**src/rtl/nco_tuner_pkg.sv**
```systemverilog
package nco_tuner_pkg;

  // pi scaled by 2^30
  localparam longint PI_Q30 = 64'sd3373259426;

  // Quarter-wave sine entry idx of 2^aw, sampled at the bin centre, scaled to 2^(amp_w-1)-1
  function automatic int quarter_sine(input int idx, input int aw, input int amp_w);
    longint x, x2, term, acc;
    x    = (PI_Q30 * longint'(2 * idx + 1)) >>> (aw + 2);
    x2   = (x * x) >>> 30;
    term = x;
    acc  = x;
    for (int n = 1; n <= 6; n++) begin
      term = -((term * x2) >>> 30) / longint'((2 * n) * (2 * n + 1));
      acc  = acc + term;
    end
    return int'((acc * ((longint'(1) <<< (amp_w - 1)) - 1) + (longint'(1) <<< 29)) >>> 30);
  endfunction

endpackage

```
**src/rtl/nco_phase_acc.sv**
```systemverilog
module nco_phase_acc #(
  parameter int          PHASE_W   = 32,
  parameter int unsigned FCW_RESET = 0
) (
  input  logic               clk_i,
  input  logic               rst_ni,
  input  logic               adv_i,
  input  logic               fcw_we_i,
  input  logic [PHASE_W-1:0] fcw_i,
  output logic [PHASE_W-1:0] phase_o,
  output logic [PHASE_W-1:0] fcw_o
);
  logic [PHASE_W-1:0] fcw_q, phase_q, step;

  // a write in the same cycle already steers this advance
  assign step = fcw_we_i ? fcw_i : fcw_q;

  always_ff @(posedge clk_i or negedge rst_ni) begin
    if (!rst_ni) begin
      fcw_q   <= PHASE_W'(FCW_RESET);
      phase_q <= '0;
    end else begin
      if (fcw_we_i) fcw_q <= fcw_i;
      if (adv_i)    phase_q <= phase_q + step;
    end
  end

  assign phase_o = phase_q;
  assign fcw_o   = fcw_q;
endmodule

```
**src/rtl/nco_sincos.sv**
```systemverilog
module nco_sincos #(
  parameter int LUT_AW = 8,
  parameter int AMP_W  = 16
) (
  input  logic                    clk_i,
  input  logic                    rst_ni,
  input  logic [LUT_AW+1:0]       phase_i,
  output logic signed [AMP_W-1:0] cos_o,
  output logic signed [AMP_W-1:0] sin_o
);
  localparam int LUT_N = 1 << LUT_AW;

  logic signed [AMP_W-1:0] rom [LUT_N];

  for (genvar k = 0; k < LUT_N; k++) begin : g_rom
    localparam int ENTRY = nco_tuner_pkg::quarter_sine(k, LUT_AW, AMP_W);
    assign rom[k] = AMP_W'(ENTRY);
  end

  logic [1:0]              quad, quad_q;
  logic [LUT_AW-1:0]       addr;
  logic signed [AMP_W-1:0] s_raw_q, c_raw_q, cos_d, sin_d;

  assign {quad, addr} = phase_i;

  // stage 1: two reads, cos via mirrored address
  always_ff @(posedge clk_i or negedge rst_ni) begin
    if (!rst_ni) begin
      quad_q  <= '0;
      s_raw_q <= '0;
      c_raw_q <= '0;
    end else begin
      quad_q  <= quad;
      s_raw_q <= rom[addr];
      c_raw_q <= rom[~addr];
    end
  end

  // stage 2: quadrant fold
  always_comb begin
    unique case (quad_q)
      2'd0: begin cos_d =  c_raw_q; sin_d =  s_raw_q; end
      2'd1: begin cos_d = -s_raw_q; sin_d =  c_raw_q; end
      2'd2: begin cos_d = -c_raw_q; sin_d = -s_raw_q; end
      default: begin cos_d = s_raw_q; sin_d = -c_raw_q; end
    endcase
  end

  always_ff @(posedge clk_i or negedge rst_ni) begin
    if (!rst_ni) begin
      cos_o <= '0;
      sin_o <= '0;
    end else begin
      cos_o <= cos_d;
      sin_o <= sin_d;
    end
  end
endmodule

```
**src/rtl/nco_cmplx_rot.sv**
```systemverilog
module nco_cmplx_rot #(
  parameter int DATA_W = 12,
  parameter int AMP_W  = 16,
  parameter int OUT_W  = 12
) (
  input  logic                     clk_i,
  input  logic                     rst_ni,
  input  logic                     valid_i,
  input  logic signed [DATA_W-1:0] re_i,
  input  logic signed [DATA_W-1:0] im_i,
  input  logic signed [AMP_W-1:0]  cos_i,
  input  logic signed [AMP_W-1:0]  sin_i,
  output logic                     valid_o,
  output logic signed [OUT_W-1:0]  re_o,
  output logic signed [OUT_W-1:0]  im_o
);
  localparam int PROD_W = DATA_W + AMP_W;
  localparam int SUM_W  = PROD_W + 1;
  localparam int SHIFT  = AMP_W - 1;
  localparam int RES_W  = SUM_W - SHIFT;
  localparam logic signed [SUM_W-1:0] BIAS =
    {{(SUM_W-SHIFT){1'b0}}, 1'b1, {(SHIFT-1){1'b0}}};
  localparam logic signed [RES_W-1:0] HI = {{(RES_W-OUT_W+1){1'b0}}, {(OUT_W-1){1'b1}}};
  localparam logic signed [RES_W-1:0] LO = {{(RES_W-OUT_W+1){1'b1}}, {(OUT_W-1){1'b0}}};

  function automatic logic signed [OUT_W-1:0] clip(input logic signed [RES_W-1:0] v);
    if (v > HI)      return {1'b0, {(OUT_W-1){1'b1}}};
    else if (v < LO) return {1'b1, {(OUT_W-1){1'b0}}};
    else             return v[OUT_W-1:0];
  endfunction

  logic signed [PROD_W-1:0] p_rc, p_is, p_ic, p_rs;
  logic                     vld_a;
  logic signed [SUM_W-1:0]  sum_re, sum_im, bia_re, bia_im;

  // stage A: four products
  always_ff @(posedge clk_i or negedge rst_ni) begin
    if (!rst_ni) begin
      p_rc <= '0; p_is <= '0; p_ic <= '0; p_rs <= '0;
      vld_a <= 1'b0;
    end else begin
      p_rc  <= re_i * cos_i;
      p_is  <= im_i * sin_i;
      p_ic  <= im_i * cos_i;
      p_rs  <= re_i * sin_i;
      vld_a <= valid_i;
    end
  end

  // conjugate rotation, round half up
  assign sum_re = {p_rc[PROD_W-1], p_rc} + {p_is[PROD_W-1], p_is};
  assign sum_im = {p_ic[PROD_W-1], p_ic} - {p_rs[PROD_W-1], p_rs};
  assign bia_re = sum_re + BIAS;
  assign bia_im = sum_im + BIAS;

  // stage B: outputs load only on valid
  always_ff @(posedge clk_i or negedge rst_ni) begin
    if (!rst_ni) begin
      re_o    <= '0;
      im_o    <= '0;
      valid_o <= 1'b0;
    end else begin
      valid_o <= vld_a;
      if (vld_a) begin
        re_o <= clip(bia_re[SUM_W-1:SHIFT]);
        im_o <= clip(bia_im[SUM_W-1:SHIFT]);
      end
    end
  end
endmodule

```
**src/rtl/nco_tuner.sv**
```systemverilog
module nco_tuner #(
  parameter int          DATA_W    = 12,
  parameter int          OUT_W     = 12,
  parameter int          PHASE_W   = 32,
  parameter int          LUT_AW    = 8,
  parameter int          AMP_W     = 16,
  parameter int unsigned FCW_RESET = 32'd572662306
) (
  input  logic                     clk_i,
  input  logic                     rst_ni,
  input  logic                     fcw_we_i,
  input  logic [PHASE_W-1:0]       fcw_i,
  input  logic                     in_valid_i,
  input  logic signed [DATA_W-1:0] in_re_i,
  input  logic signed [DATA_W-1:0] in_im_i,
  output logic                     out_valid_o,
  output logic signed [OUT_W-1:0]  out_re_o,
  output logic signed [OUT_W-1:0]  out_im_o
);
  localparam int LUT_PW = LUT_AW + 2;
  localparam int ALIGN  = 2;  // sincos pipeline depth

  logic [PHASE_W-1:0]      phase_q, fcw_q;
  logic signed [AMP_W-1:0] cos_w, sin_w;
  logic [ALIGN-1:0]        vld_sr;
  logic signed [DATA_W-1:0] re_d [ALIGN];
  logic signed [DATA_W-1:0] im_d [ALIGN];

  nco_phase_acc #(
    .PHASE_W  (PHASE_W),
    .FCW_RESET(FCW_RESET)
  ) u_acc (
    .clk_i   (clk_i),
    .rst_ni  (rst_ni),
    .adv_i   (in_valid_i),
    .fcw_we_i(fcw_we_i),
    .fcw_i   (fcw_i),
    .phase_o (phase_q),
    .fcw_o   (fcw_q)
  );

  nco_sincos #(
    .LUT_AW(LUT_AW),
    .AMP_W (AMP_W)
  ) u_lut (
    .clk_i  (clk_i),
    .rst_ni (rst_ni),
    .phase_i(phase_q[PHASE_W-1 -: LUT_PW]),
    .cos_o  (cos_w),
    .sin_o  (sin_w)
  );

  // align samples with table output
  always_ff @(posedge clk_i or negedge rst_ni) begin
    if (!rst_ni) begin
      vld_sr <= '0;
      for (int i = 0; i < ALIGN; i++) begin
        re_d[i] <= '0;
        im_d[i] <= '0;
      end
    end else begin
      vld_sr  <= {vld_sr[ALIGN-2:0], in_valid_i};
      re_d[0] <= in_re_i;
      im_d[0] <= in_im_i;
      for (int i = 1; i < ALIGN; i++) begin
        re_d[i] <= re_d[i-1];
        im_d[i] <= im_d[i-1];
      end
    end
  end

  nco_cmplx_rot #(
    .DATA_W(DATA_W),
    .AMP_W (AMP_W),
    .OUT_W (OUT_W)
  ) u_rot (
    .clk_i  (clk_i),
    .rst_ni (rst_ni),
    .valid_i(vld_sr[ALIGN-1]),
    .re_i   (re_d[ALIGN-1]),
    .im_i   (im_d[ALIGN-1]),
    .cos_i  (cos_w),
    .sin_i  (sin_w),
    .valid_o(out_valid_o),
    .re_o   (out_re_o),
    .im_o   (out_im_o)
  );
endmodule

```
**config.mk**
```make
export PLATFORM = sky130hd
export DESIGN_NAME = nco_tuner
export DESIGN_NICKNAME = d
export VERILOG_FILES = /design/src/rtl/nco_tuner_pkg.sv /design/src/rtl/nco_phase_acc.sv /design/src/rtl/nco_sincos.sv /design/src/rtl/nco_cmplx_rot.sv /design/src/rtl/nco_tuner.sv
export SDC_FILE = /design/constraint.sdc
export NUM_CORES = 2
export LEC_CHECK = 0
export ABC_CLOCK_PERIOD_IN_PS = 5600
export CAP_MARGIN = 20
export CORE_MARGIN = 8
export CORE_UTILIZATION = 30
export DETAILED_ROUTE_END_ITERATION = 10
export PLACE_DENSITY_LB_ADDON = 0.25
export SLEW_MARGIN = 20
export SYNTH_ARGS = -nofsm -noshare
export SYNTH_HDL_FRONTEND = slang
export SYNTH_SLANG_ARGS = --single-unit
```
**constraint.sdc**
```tcl
create_clock -name clk_i -period 5.6 [get_ports clk_i]
set_input_delay 0.56 -clock clk_i [delete_from_list [all_inputs] [get_ports clk_i]]
set_output_delay 0.56 -clock clk_i [all_outputs]
set_load 0.1 [all_outputs]
```
* After elaboration in Yosys (flattened, before gate mapping) *
Memories as Yosys holds them, arrays and structs flattened. A register that Yosys moved wholly into a read port is not among the register bits.
Index checks and enable logic that the tools add are counted.

operators by class
  reductions and logical operators = 3
  multiplexer cells = 7
  $mul = 4
  order comparisons = 4
  equal/unequal tests = 2
  bitwise logic cells = 3
  add/sub/neg operators = 7

operators with widths
  operator                count
  $mul 12x16->28          4
  $pmux 16 s3             2
  $add 29x16->29 const B  2
  $mux 12                 4
  $add 32x32->32          1
  $mux 32                 1
  $neg 16->16             2
  $add 28x28->29          1
  $sub 28x28->29          1
  $gt 14x12->1 const B    2
  $lt 14x12->1 const B    2
  $not 8->9               2
  $not 8->8               1
  $eq 2x1->1 const B      1
  $eq 2x2->1 const B      1
  $logic_not 1->1         2
  $logic_not 2->1         1

storage, ports and cells
  bits in registers = 286
  input bits = 60
  memories = 2
  memory bits (read-only) = 8192

memory list
  name              depth  bits a word  rd ports  clocked after Yosys merged registers in  wr ports  RTL line          text
  (name not given)  256    16           1         1                                        0         nco_sincos.sv:34  s_raw_q <= rom[addr];
  (name not given)  256    16           1         1                                        0         nco_sincos.sv:35  c_raw_q <= rom[~addr];

* Depth between registers and ports, before layout *
  word-level depth = 5
  mapped depth = 23

* By module *
From an unflattened synthesis, not the netlist that was laid out.

second synthesis, totals
  cells, all modules = 5648
  area total of the unflattened synthesis = 49352.3 µm²

by module, submodules not included
  module         cells an instance  sequential area each (µm²)  times used  area each (µm²)
  nco_cmplx_rot  3694               3453.3                      1           33828.7
  nco_sincos     1523               1601.5                      1           10174.8
  nco_phase_acc  381                1611.5                      1           4097.7
  nco_tuner      50                 1251.2                      1           1251.2

* Worst setup path after synthesis *
OpenSTA, ideal clock, no wires.

  path type = reg2reg
  from = register re_d[3] (netlist bit)
  to = register u_rot.p_rs[27]
  data arrival time = 5.358 ns
  cell stages (with the launch flop) = 21
  required time = 5.520 ns
  setup slack = 0.162 ns
  cells stage by stage = dfrtp_1 clkbuf_1 nand2_1 fa_1 fa_1 fa_1 inv_1 fa_1 inv_1 fa_1 inv_1 ha_1 a21oi_1 a21boi_0 o2111ai_1 a211oi_1 o41ai_1 o21a_1 o2111ai_1 a21oi_1 xnor2_1

between the ends
  cells in the longest elaborated chain, start to end = 1

RTL lines
  element                           RTL line             text
  start: declaration                nco_tuner.sv:26      logic signed [DATA_W-1:0] re_d [ALIGN];
  start signal: indexed assignment  nco_tuner.sv:66      re_d[i] <= re_d[i-1];
  $mul 12x16->28                    nco_cmplx_rot.sv:45  p_rs <= re_i * sin_i;
  end signal: assignment            nco_cmplx_rot.sv:45
  end: declaration                  nco_cmplx_rot.sv:32  logic signed [PROD_W-1:0] p_rc, p_is, p_ic, p_rs;

No other way between the ends.
A chain may end at the register's enable or synchronous reset.

* Final worst setup path *
  from = register im_d[3] (netlist bit)
  to = register u_rot.p_is[27]

between the ends
  cells in the longest elaborated chain, start to end = 1

RTL lines
  element                           RTL line             text
  start: declaration                nco_tuner.sv:27      logic signed [DATA_W-1:0] im_d [ALIGN];
  start signal: indexed assignment  nco_tuner.sv:67      im_d[i] <= im_d[i-1];
  $mul 12x16->28                    nco_cmplx_rot.sv:43  p_is <= im_i * sin_i;
  end signal: assignment            nco_cmplx_rot.sv:43
  end: declaration                  nco_cmplx_rot.sv:32

No other way between the ends.

==> impl_metrics.py <==
metrics = {
    "yosys": {
        "postSynthCellCount": 5567,
        "synth_edf_count": 0,
        "synthFlopType": "dfrtp_1",
        "synth_cell_type_count": 72,
        "syn_area_mm2": 0.04841,
        "seq_area_frac_synth_pct": 16.36,
        "synth_area_per_cell_um2": 8.695,
        "syn_nets": 6734,
        "async_flop_share_pct": 100.0,
        "synth_warnings": 0,
        "ys_seq_elements": 316,
    },
    "critical_path": {
        "critPathTopFamily": "adder cells",
        "cp_num_buf_inv": 5,
        "slowest_delay_ns": 0.53,
        "arrival_ns": 5.98,
        "cpMostUsedCell": "fa_1",
        "critPathSlowestCell": "fa_1",
        "critPathMaxFanout": 11,
        "critPathRequiredTime_ns": 6.13,
        "critPathLaunchType": "register",
        "end_kind": "register",
        "crit_type": "register to register",
        "worstPathCellList": "buf_4 -> nand2_1 -> fa_1 -> fa_1 -> inv_1 -> fa_1 -> fa_1 -> inv_1 -> fa_1 -> inv_1 -> ha_1 -> and4_4 -> a2111oi_4 -> nand2_1 -> a31oi_4 -> o31ai_2 -> buf_4 -> a211o_1 -> a21oi_2 -> xnor2_1",
    },
    "drt": {
        "drtAntennaViolNets": 0,
        "drt_pre_antenna_iters": 8,
        "vias": 40781,
        "routedWlPerCell_um": 21.04,
        "drt-total-wl_um": 168400,
        "drc": 0,
        "dr.first_iter.drc_count": 3528,
        "via_per_inst": 5.095,
    },
    "clocking": {
        "clk_latency_ns": 0.61,
        "cts_max_level": 2,
        "cts_tree": "built",
        "clock_path_buffers": 3,
        "cts_sinks": 316,
        "clkTransAtPathRegs_ns": 0.06,
        "cts_buffers": 43,
        "cts_root_buffer": "clkbuf_16",
    },
    "global_route": {
        "grt_pass1_wl_um": 257500,
        "grt-ovfl-total": 0,
        "grt_max_degree": 172,
        "grt_pass1_vias": 41927,
        "antenna_found_initial": 5,
        "grt_use_total_pct": 18.95,
    },
    "die": {
        "core_area_mm2": 0.1604,
        "io_pins": 85,
        "initial_utilization_pct": 30.18,
        "die_w_um": 417.7,
        "die_height_um": 417.7,
        "dieArea_mm2": 0.1745,
        "rows": 147,
    },
    "job": {
        "maxCapViolations": 0,
    },
    "timing": {
        "fin_setup_tns_ns": 0,
        "final-hold-violation-count": 0,
        "clock_skew_ns": 0.02945,
        "relSlewSlack_pct": 25.16,
        "period_share_pct": 97.34,
        "timing.final.crit_period_ns": 5.451,
        "worstMarginPinSlew_ns": 1.118,
        "rsz0062_at_grt": "true",
        "setup_viol": 0,
        "slew_violations": 0,
        "max_freq_ghz": 0.1834,
    },
    "run_status": {
        "outcome": "complete, no violations",
    },
    "placement": {
        "gp_congestion": 0.9739,
        "dp_hpwl_um": 132400,
        "place_area_mm2": 0.05448,
        "port_buffers": 84,
    },
    "cells_and_area": {
        "fin_area_mm2": 0.05685,
        "final_common_cell": "inv_1",
        "synthToLayoutAreaGrowth_pct": 17.44,
        "drive_above_1_share_pct": 12.26,
        "final_cell_mix": "889 x inv_1, 712 x nand2_1, 708 x fa_1, 384 x ha_1, 363 x buf_4",
        "nets": 6975,
    },
    "worst_hold_path": {
        "hold_path.class": "register to register",
    },
}
## cell type report
type	count	area (um^2)
Clock buffer	54	1157
Multi-Input combinational cell	4022	36390
Antenna cell	4	10.01
Clock inverter	23	326.6
Fill cell	16666	103500
Tap cell	2160	2703
Sequential cell	316	7948
Timing Repair Buffer	522	4926
Inverter	903	3391
## path summary, 6_finish.rpt
path | slack [ns] | from | depth (start not counted) | endpoint
setup / recovery | 0.15 | im_d[3]$_DFF_PN0_ | 20 | u_rot.p_is[27]$_DFF_PN0_
hold / removal | 0.35 | im_d[17]$_DFF_PN0_ | 0 | im_d[5]$_DFF_PN0_
setup reg to reg | 0.15 | im_d[3]$_DFF_PN0_ | 20 | u_rot.p_is[27]$_DFF_PN0_
hold reg to reg | 0.35 | im_d[17]$_DFF_PN0_ | 0 | im_d[5]$_DFF_PN0_
max in group asynchronous | 3.93 | rst_ni | 3 | u_lut.cos_o[11]$_DFF_PN0_
min in group asynchronous | 0.52 | rst_ni | 2 | u_rot.p_rc[6]$_DFF_PN0_
## Yosys cell counts (10+ instances only)
library cell | count | area share (%)
o311ai_0 | 32 | 0.58
nor2b_1 | 35 | 0.45
and2_1 | 267 | 3.5
a21oi_1 | 320 | 3.3
xnor2_1 | 136 | 2.5
and3_1 | 28 | 0.36
a221o_1 | 14 | 0.29
o221ai_1 | 18 | 0.33
o21ai_0 | 283 | 2.9
nor3_1 | 66 | 0.68
nand3_1 | 85 | 0.88
buf_1 | 33 | 0.26
ha_1 | 394 | 10
a21boi_0 | 13 | 0.20
a31oi_1 | 52 | 0.67
inv_1 | 897 | 7.0
a211oi_1 | 39 | 0.60
mux2i_1 | 14 | 0.29
o21bai_1 | 18 | 0.28
clkbuf_1 | 292 | 2.3
o2111ai_1 | 13 | 0.24
dfrtp_1 | 308 | 16
nand2_1 | 715 | 5.5
nand2b_1 | 43 | 0.56
fa_1 | 713 | 29
nor2_1 | 275 | 2.1
a21o_1 | 48 | 0.74
o31ai_1 | 18 | 0.28
o22ai_1 | 10 | 0.13
mux2_2 | 51 | 1.2
o21a_1 | 16 | 0.25
or3_1 | 20 | 0.26
or2_2 | 11 | 0.14
a311oi_1 | 26 | 0.47
o211ai_1 | 53 | 0.82
xor2_1 | 57 | 1.0
mux4_2 | 15 | 0.70
## kinds of logic (layout without fill, tap and decap cells)
family                     after synthesis  in the layout  share of synthesized area (%)
DFF                                    316            316                          16.36
AOI/OAI and AO/OA                     1060           1060                          13.70
muxes                                   80             80                          2.174
other                                    0              4                              0
and+or+nand+nor                       1581           1581                          15.05
xor gates and xnor gates               193            193                          3.492
adders and majority gates             1108           1108                          39.69
buffers and inverters                 1229           1502                          9.533
## per-layer routing
layer  vias to the layer above  wire length [um]  GRT usage, %
met3                       329             11340         3.112
met5                         -                13             0
met4                         2              6833         6.920
met1                     20571             71000         24.93
li1                      18446                 -             -
met2                      1433             79250         31.45
## worst reg2reg max path, delay by kind of cell, from the launching register on
family / cells / cell delay (ns)
AOI/OAI and AO/OA: 5 / 0.99
xor gates and xnor gates: 1 / 0.13
adders and majority gates: 6 / 2.80
buffers and inverters: 5 / 0.56
DFF: 1 / 0.40
and+or+nand+nor: 3 / 0.50
## state kept, by name, summed over array words and instances (netlist names), 12 cells and up
| signal | count |
|---|---|
| u_rot.p_is | 28 |
| u_rot.im_o | 12 |
| u_rot.p_rc | 28 |
| u_lut.s_raw_q | 15 |
| u_lut.cos_o | 16 |
| u_acc.phase_o | 32 |
| u_lut.sin_o | 16 |
| u_acc.fcw_o | 32 |
| u_rot.re_o | 12 |
| u_lut.c_raw_q | 15 |
| re_d | 24 |
| u_rot.p_ic | 28 |
| im_d | 24 |
| u_rot.p_rs | 28 |
## stage by stage
step	utilization [%]	hold slack, ns	setup slack, ns	instances
after global placement	33.96	0.3344	-0.3686	7901
final	35.44	0.3454	0.1487	8004
after detailed placement	33.97	0.3347	-0.4157	7902
after global routing	35.44	0.3579	-0.05219	8000
after CTS	34.97	0.3402	0.002520	7982
after floorplan	-	0.2644	0.1622	5567
## repair_timing
action,in CTS,in global routing
hold buffers,1,0
setup buffers,2,17
pin swaps,3,72
gates resized for setup,26,133
gates cloned,0,4
endpoints found under the setup margin,19,33
hold endpoints to repair,68,0
Power is left out: the tool's default activity adds up to more than one toggle a clock period on the data nets, which glitch-free logic cannot reach.
